## config.mk

```make
export PLATFORM = sky130hd
export DESIGN_NAME = nand_seq
export DESIGN_NICKNAME = d
export VERILOG_FILES = /design/src/rtl/nand_seq_pkg.sv /design/src/rtl/nand_seq_cfg.sv /design/src/rtl/nand_seq_plan.sv /design/src/rtl/nand_seq_abyte.sv /design/src/rtl/nand_seq.sv
export SDC_FILE = /design/constraint.sdc
export NUM_CORES = 1
export LEC_CHECK = 0
export ABC_AREA = 0
export BUFFER_PORTS_ARGS = -buffer_cell sky130_fd_sc_hd__buf_2
export CAP_MARGIN = 20
export CORE_MARGIN = 2
export CORE_UTILIZATION = 49
export CTS_BUF_LIST = sky130_fd_sc_hd__clkbuf_8
export DETAILED_ROUTE_END_ITERATION = 7
export GPL_ROUTABILITY_DRIVEN = 0
export HOLD_SLACK_MARGIN = 0.15
export PLACE_DENSITY = 0.85
export RECOVER_POWER = 50
export SLEW_MARGIN = 5
export SYNTH_ARGS = -nofsm -noshare
export SYNTH_HDL_FRONTEND = slang
export SYNTH_SLANG_ARGS = --single-unit
```

## constraint.sdc

```tcl
create_clock -name clk -period 3.3 [get_ports clk]
set_input_delay 0.66 -clock clk [delete_from_list [all_inputs] [get_ports clk]]
set_output_delay 0.66 -clock clk [all_outputs]
set_load 0.03 [all_outputs]
```

## src/rtl/nand_seq_pkg.sv

```systemverilog
package nand_seq_pkg;

   localparam int CFG_W      = 22;
   localparam int OP_W       = 8;
   localparam int MAX_ABYTES = 4;

   typedef enum logic [1:0] {
      PH_CMD_A = 2'd0,
      PH_ADDR  = 2'd1,
      PH_DATA  = 2'd2,
      PH_CMD_B = 2'd3
   } phase_e;

   typedef struct packed {
      logic            big_dev;
      logic            data_en;
      logic [1:0]      cmd_cnt;
      logic [1:0]      addr_code;
      logic [OP_W-1:0] op_b;
      logic [OP_W-1:0] op_a;
   } cfg_t;

   localparam cfg_t CFG_RESET = '{
      big_dev:   1'b0,
      data_en:   1'b1,
      cmd_cnt:   2'd0,
      addr_code: 2'd1,
      op_b:      8'h00,
      op_a:      8'h00
   };

   // Number of address bytes selected by the code and the size mode.
   function automatic logic [2:0] addr_bytes(input logic big, input logic [1:0] code);
      if (big)
         return {1'b0, code} + 3'd1;
      else if (code == 2'd0)
         return 3'd1;
      else
         return {1'b0, code};
   endfunction

endpackage

```

## src/rtl/nand_seq_cfg.sv

```systemverilog
module nand_seq_cfg
   import nand_seq_pkg::*;
(
   input  logic             clk,
   input  logic             rst_n,
   input  logic             wr,
   input  logic [CFG_W-1:0] wdata,
   output cfg_t             cfg_o
);

   cfg_t cfg_q;

   always_ff @(posedge clk or negedge rst_n) begin
      if (!rst_n)
         cfg_q <= CFG_RESET;
      else if (wr)
         cfg_q <= cfg_t'(wdata);
   end

   assign cfg_o = cfg_q;

endmodule

```

## src/rtl/nand_seq_plan.sv

```systemverilog
module nand_seq_plan
   import nand_seq_pkg::*;
#(
   parameter int IDX_W = 3,
   parameter int AB_W  = 2
) (
   input  cfg_t             cfg,
   input  logic [IDX_W-1:0] idx,
   output phase_e           kind,
   output logic [AB_W-1:0]  byte_sel,
   output logic [IDX_W-1:0] last_idx
);

   logic             has_a;
   logic             has_b;
   logic [2:0]       n_ab;
   logic [IDX_W-1:0] n_ab_x;
   logic [IDX_W-1:0] rel;

   assign has_a  = |cfg.cmd_cnt;
   assign has_b  = cfg.cmd_cnt[1];
   assign n_ab   = addr_bytes(cfg.big_dev, cfg.addr_code);
   assign n_ab_x = IDX_W'(n_ab);
   assign rel    = idx - IDX_W'(has_a);

   assign last_idx = IDX_W'(has_a) + n_ab_x + IDX_W'(cfg.data_en)
                   + IDX_W'(has_b) - IDX_W'(1);

   always_comb begin
      byte_sel = rel[AB_W-1:0];
      if (has_a && idx == '0)
         kind = PH_CMD_A;
      else if (rel < n_ab_x)
         kind = PH_ADDR;
      else if (cfg.data_en && rel == n_ab_x)
         kind = PH_DATA;
      else
         kind = PH_CMD_B;
   end

endmodule

```

## src/rtl/nand_seq_abyte.sv

```systemverilog
module nand_seq_abyte #(
   parameter int ADDR_W = 32,
   parameter int BUS_W  = 8,
   parameter int NBYTES = 4,
   parameter int SEL_W  = 2
) (
   input  logic [ADDR_W-1:0] addr,
   input  logic [SEL_W-1:0]  sel,
   output logic [BUS_W-1:0]  byte_o
);

   logic [BUS_W-1:0] lanes [NBYTES];

   for (genvar g = 0; g < NBYTES; g++) begin : g_lane
      assign lanes[g] = addr[g*BUS_W +: BUS_W];
   end

   assign byte_o = lanes[sel];

endmodule

```

## src/rtl/nand_seq.sv

```systemverilog
module nand_seq
   import nand_seq_pkg::*;
#(
   parameter int ADDR_W     = 32,
   parameter int BUS_W      = 8,
   parameter int RDY_STAGES = 0
) (
   input  logic              clk,
   input  logic              rst_n,
   input  logic              cfg_wr,
   input  logic [CFG_W-1:0]  cfg_wdata,
   output logic [CFG_W-1:0]  cfg_rdata,
   input  logic              start,
   input  logic [ADDR_W-1:0] addr,
   input  logic [BUS_W-1:0]  wdata,
   input  logic              rd_dir,
   output logic              busy,
   output logic              done,
   output logic [BUS_W-1:0]  rdata,
   output logic [BUS_W-1:0]  io_out,
   output logic              io_oe,
   input  logic [BUS_W-1:0]  io_in,
   output logic              cle,
   output logic              ale,
   output logic              we_n,
   output logic              re_n,
   input  logic              nand_rdy
);

   localparam int MAX_PH = 2 + MAX_ABYTES + 1;
   localparam int IDX_W  = $clog2(MAX_PH);
   localparam int AB_W   = $clog2(MAX_ABYTES);

   if (BUS_W != OP_W) begin : g_bad_bus
      $error("nand_seq: BUS_W must equal the opcode width");
   end
   if (ADDR_W < BUS_W * MAX_ABYTES) begin : g_bad_addr
      $error("nand_seq: ADDR_W too narrow for the largest address phase count");
   end
   if (RDY_STAGES < 0) begin : g_bad_sync
      $error("nand_seq: RDY_STAGES must not be negative");
   end

   // ready input, optionally synchronised
   logic rdy_s;
   if (RDY_STAGES == 0) begin : g_rdy_direct
      assign rdy_s = nand_rdy;
   end else begin : g_rdy_sync
      logic [RDY_STAGES-1:0] sync_q;
      always_ff @(posedge clk or negedge rst_n) begin
         if (!rst_n)
            sync_q <= '0;
         else
            sync_q <= {sync_q[RDY_STAGES-2 >= 0 ? RDY_STAGES-2 : 0 : 0], nand_rdy} ;
      end
      assign rdy_s = sync_q[RDY_STAGES-1];
   end

   cfg_t cfg_cur;

   nand_seq_cfg u_cfg (
      .clk   (clk),
      .rst_n (rst_n),
      .wr    (cfg_wr),
      .wdata (cfg_wdata),
      .cfg_o (cfg_cur)
   );

   assign cfg_rdata = cfg_cur;

   // sequencing state
   logic              busy_q;
   logic              half_q;
   logic [IDX_W-1:0]  idx_q;
   cfg_t              snap_q;
   logic [ADDR_W-1:0] addr_q;
   logic [BUS_W-1:0]  wdata_q;
   logic              dir_q;
   logic              done_q;
   logic [BUS_W-1:0]  rdata_q;

   phase_e            kind;
   logic [AB_W-1:0]   byte_sel;
   logic [IDX_W-1:0]  last_idx;
   logic [BUS_W-1:0]  abyte;

   nand_seq_plan #(
      .IDX_W (IDX_W),
      .AB_W  (AB_W)
   ) u_plan (
      .cfg      (snap_q),
      .idx      (idx_q),
      .kind     (kind),
      .byte_sel (byte_sel),
      .last_idx (last_idx)
   );

   nand_seq_abyte #(
      .ADDR_W (ADDR_W),
      .BUS_W  (BUS_W),
      .NBYTES (MAX_ABYTES),
      .SEL_W  (AB_W)
   ) u_abyte (
      .addr   (addr_q),
      .sel    (byte_sel),
      .byte_o (abyte)
   );

   logic rd_ph;
   logic go;
   logic [BUS_W-1:0] bus_byte;

   assign rd_ph = busy_q && kind == PH_DATA && dir_q;
   assign go    = busy_q && !half_q && rdy_s;

   always_comb begin
      case (kind)
         PH_CMD_A: bus_byte = snap_q.op_a;
         PH_CMD_B: bus_byte = snap_q.op_b;
         PH_ADDR:  bus_byte = abyte;
         default:  bus_byte = wdata_q;
      endcase
   end

   always_ff @(posedge clk or negedge rst_n) begin
      if (!rst_n) begin
         busy_q  <= 1'b0;
         half_q  <= 1'b0;
         idx_q   <= '0;
         snap_q  <= CFG_RESET;
         addr_q  <= '0;
         wdata_q <= '0;
         dir_q   <= 1'b0;
         done_q  <= 1'b0;
         rdata_q <= '0;
      end else if (!busy_q) begin
         done_q <= 1'b0;
         if (start) begin
            busy_q  <= 1'b1;
            half_q  <= 1'b0;
            idx_q   <= '0;
            snap_q  <= cfg_cur;
            addr_q  <= addr;
            wdata_q <= wdata;
            dir_q   <= rd_dir;
         end
      end else begin
         done_q <= 1'b0;
         if (!half_q) begin
            if (rdy_s) begin
               half_q <= 1'b1;
               if (rd_ph)
                  rdata_q <= io_in;
            end
         end else if (idx_q == last_idx) begin
            busy_q <= 1'b0;
            half_q <= 1'b0;
            done_q <= 1'b1;
         end else begin
            idx_q  <= idx_q + IDX_W'(1);
            half_q <= 1'b0;
         end
      end
   end

   assign busy   = busy_q;
   assign done   = done_q;
   assign rdata  = rdata_q;
   assign cle    = busy_q && (kind == PH_CMD_A || kind == PH_CMD_B);
   assign ale    = busy_q && kind == PH_ADDR;
   assign we_n   = !(go && !rd_ph);
   assign re_n   = !(go && rd_ph);
   assign io_oe  = busy_q && !rd_ph;
   assign io_out = busy_q ? bus_byte : '0;

   // ---------------- assertions ----------------
   p_idle_quiet_r1: assert property (@(posedge clk) disable iff (!rst_n)
      !busy |-> (we_n && re_n && !cle && !ale));

   p_latch_excl_r6: assert property (@(posedge clk) disable iff (!rst_n)
      !(cle && ale));

   p_we_release_r6: assert property (@(posedge clk) disable iff (!rst_n)
      !we_n |=> we_n);

   p_re_release_r7: assert property (@(posedge clk) disable iff (!rst_n)
      !re_n |=> re_n);

   p_read_no_drive_r7: assert property (@(posedge clk) disable iff (!rst_n)
      !re_n |-> !io_oe);

   p_done_pulse_r9: assert property (@(posedge clk) disable iff (!rst_n)
      done |=> !done);

   p_done_after_busy_r9: assert property (@(posedge clk) disable iff (!rst_n)
      done |-> (!busy && $past(busy)));

   p_start_ignored_r10: assert property (@(posedge clk) disable iff (!rst_n)
      (busy && start) |=> ($stable(addr_q) && $stable(snap_q) && $stable(wdata_q)));

   p_hold_on_wait_r11: assert property (@(posedge clk) disable iff (!rst_n)
      (busy && !half_q && !rdy_s) |=> ($stable(idx_q) && busy));

endmodule

```

==> results by group <==
Status
  • Status: complete, but fails checks
  • Violations in the final reports: capacitance limit, slew limit, setup timing

CTS
  • Clk root buf: clkbuf_8
  • CTS sink cnt: 99
  • H-tree depth: 3
  • Reg clk slew, reported paths: about 0.11 ns
  • TritonCTS Buffers: 9
  • CTS Buffer Depth: 2
  • Clk_lat worst skew: about 0.37 ns
  • CTS tree: yes

Detailed routing
  • Final WL: around 11000 um
  • Via density: 5.50
  • Via count: 3243
  • DRC Markers: 0
  • Initial drt markers: roughly 80
  • DRT antenna net count: 0
  • DRT Pass-1 Iters: 4
  • DR WL/cell: 18.9 um

Floorplanning
  • Starting density of the core: roughly half
  • Die width: between 100 and 150 um
  • Row count: 35
  • CORE AREA: 0.00920 mm2
  • IO Pins: between 100 and 150
  • Chip height: ~100 um
  • Die area: 0.0102 mm2

STA
  • Setup violations, final: 16
  • RSZ-0062 raised after global routing: yes
  • Slew of the pin with the lowest slew margin: 2.65 ns
  • Slew HR: -76.5%
  • Final worst path period share: 106%
  • Final min period: about 3.5 ns
  • Max Fclk: ~290 MHz
  • Final Max Tran Viols: slightly above 50
  • Worst setup margin: -0.184 ns
  • Clock skew: 0.0141 ns
  • Fin. Hold Viols: 0

Critical path
  • Req. time, crit path: ~2.6 ns
  • CP Capture Type: output port
  • CP arrival: ~2.8 ns
  • Setup CP Type: reg -> out
  • Startpoint types: register
  • CP startpoint: snap_q[18]
  • Crit path max fanout: 5
  • Worst R2R Start: snap_q[16]

Final layout
  • Layout cells sized above 1: between 60% and 70%
  • Fin nets: approximately 560
  • Layout fillers: approximately 670
  • Inserted Diodes: 0
  • Area grow syn2layout: 32.0%
  • Fin util: about two thirds

Global route
  • Grt ovf: 0
  • Initial antenna violation count: 0
  • Vias in the first global route: 3477
  • Largest net degree at the start of global routing: 51
  • Overall routing resource usage: 22.9%
  • Global-route wire length before repair: roughly 18000 um

Power
  • Max VDD drop: between 0.6 and 0.7 mV
  • Leakage: between 2 and 3 nW
  • Pwr dens: 1270 mW/mm2
  • Overall Power: between 7 and 8 mW

Yosys
  • Yosys warns: 0
  • Main area contributors after synthesis: dfrtp_1 51%, mux2_2 19%, mux4_2 3.9%
  • Syn Std Cell Area: 0.00463 mm2
  • Synth area leader: dfrtp_1
  • Yosys top cell area share: about half
  • Post-synthesis cell count: 330
  • Yosys reg bits: between 90 and 100
  • Mapped Nets: 419
  • Syn Area/Cell: 14.0 um2
  • Synth cell types: 40
  • Seq/Total Area, Yosys: 53.6%

Placement
  • IO Port Bufs: 120
  • DP Wirelength: 7540 um

Flow run
  • Max_cap viols: 1

Min path
  • Hold Crit Class: in -> reg
  • Hold wc startpoint: addr[20]
-- power breakdown --
group | leakage (nW) | internal, mW | switching (mW)
clock | 0.100 | 0.295 | 0.470
sequential | 1.20 | 1.69 | 0.342
combinational | 1.53 | 2.41 | 2.54
total | 2.83 | 4.39 | 3.36
-- routing by layer --
| layer | vias up | part of all wire [%] | GRT usage, % |
|---|---|---|---|
| met5 | - | 0 | 0 |
| met1 | 1642 | 41 | 28.0 |
| met4 | 0 | 1.4 | 5.82 |
| met3 | 16 | 6.7 | 8.14 |
| met2 | 104 | 51 | 38.8 |
| li1 | 1481 | - | - |
-- cells in the final DEF, fill, tap and decap left out, types with 6 or more instances in the layout --
cell / n
ha_4: 6
buf_2: 107
nand2_1: 12
inv_2: 7
mux2_4: 8
inv_1: 7
buf_4: 22
dfrtp_1: 95
mux2i_1: 6
o221ai_2: 8
a21oi_2: 9
mux2_2: 80
buf_6: 13
clkbuf_8: 9
mux4_2: 8
-- final timing paths --
kind | to | slack, ns | cells past startpoint
setup / recovery | io_out[4] | -0.18 | 11
hold / removal | addr_q[20] | 0.51 | 2
setup reg to reg | idx_q[2] | -0.10 | 14
hold reg to reg | snap_q[10] | 0.51 | 1
max in group asynchronous | wdata_q[1] | 0.46 | 2
min in group asynchronous | addr_q[17] | 1.11 | 1
-- cell type report --
| cell class | count | area, um2 | share of cell area [%] |
|---|---|---|---|
| sequential | 99 | 2480 | 40.6 |
| multi-input combinational | 202 | 2340 | 38.3 |
| timing repair buffer | 148 | 907 | 14.8 |
| tap | 111 | 139 | 2.27 |
| clock buffer | 9 | 124 | 2.03 |
| clock inverter | 7 | 70.1 | 1.15 |
| inverter | 14 | 52.6 | 0.859 |
-- kinds of logic after synthesis --
family	Yosys count	share of synthesized area, %
AOI/OAI and AO/OA	34	5.21
xor gates and xnor gates	5	0.945
adders and majority gates	13	3.83
buffers and inverters	30	2.70
DFF	99	53.6
muxes	106	28.1
and+or+nand+nor	43	5.64
-- repair_timing --
action | 4_1_cts | 5_1_grt
endpoints found under the setup margin | 17 | 18
cloned | 2 | 0
buffers inserted | 13 | 3
pin swaps | 19 | 19
hold buffers | 0 | 0
gates resized for setup | 53 | 22
-- critical path, stage by stage, from the launching register on --
cell,delay (ns)
dfrtp_1,0.41
nor2_2,0.17
inv_2,0.07
ha_4,0.17
ha_4,0.15
xor2_1,0.16
ha_1,0.39
o21ai_4,0.12
a211o_4,0.42
o221ai_2,0.18
a21oi_2,0.05
buf_6,0.17
-- stage by stage --
step	TNS (ns)	hold WS, ns	worst slack [ns]	cell area (um2)	cells
finish	-1.90	0.508	-0.184	6110	590
detailed placement	-0.653	0.493	-0.100	5460	558
global route	-5.65	0.485	-0.301	6110	590
global placement	0	0.482	0.0967	5460	558
CTS	-2.19	0.305	-0.179	5990	588
floorplan	0	0.364	0.0376	4680	330
-- sequential cells by signal, summed over array words and instances, names as in the netlist --
register     count
addr_q          32
busy             1
dir_q            1
done             1
half_q           1
idx_q            3
rdata            8
snap_q          22
u_cfg.cfg_o     22
wdata_q          8
-- cell usage after synthesis --
cell / instances
a211o_4: 1
mux2_4: 8
a211oi_1: 1
inv_1: 13
ha_1: 11
nand3_1: 2
nand4_2: 1
nand3b_1: 1
buf_1: 2
fa_1: 2
mux2_2: 80
o21ai_0: 8
a21boi_2: 1
o21a_1: 1
nand2b_1: 5
or2b_1: 5
or2_2: 1
xnor2_1: 2
and2_1: 2
a211oi_2: 1
nor2b_1: 3
xor2_1: 3
mux4_2: 8
nor3b_1: 3
o21ai_1: 1
a21boi_0: 1
a21oi_1: 9
nand2_1: 13
clkbuf_1: 4
dfstp_2: 4
o311ai_0: 1
nor2_1: 4
nor2_8: 1
mux2i_1: 10
nor3b_2: 1
or2_0: 1
o221ai_1: 9
buf_2: 10
inv_2: 1
dfrtp_1: 95
Note: power is estimated with default switching activity, not from simulation.
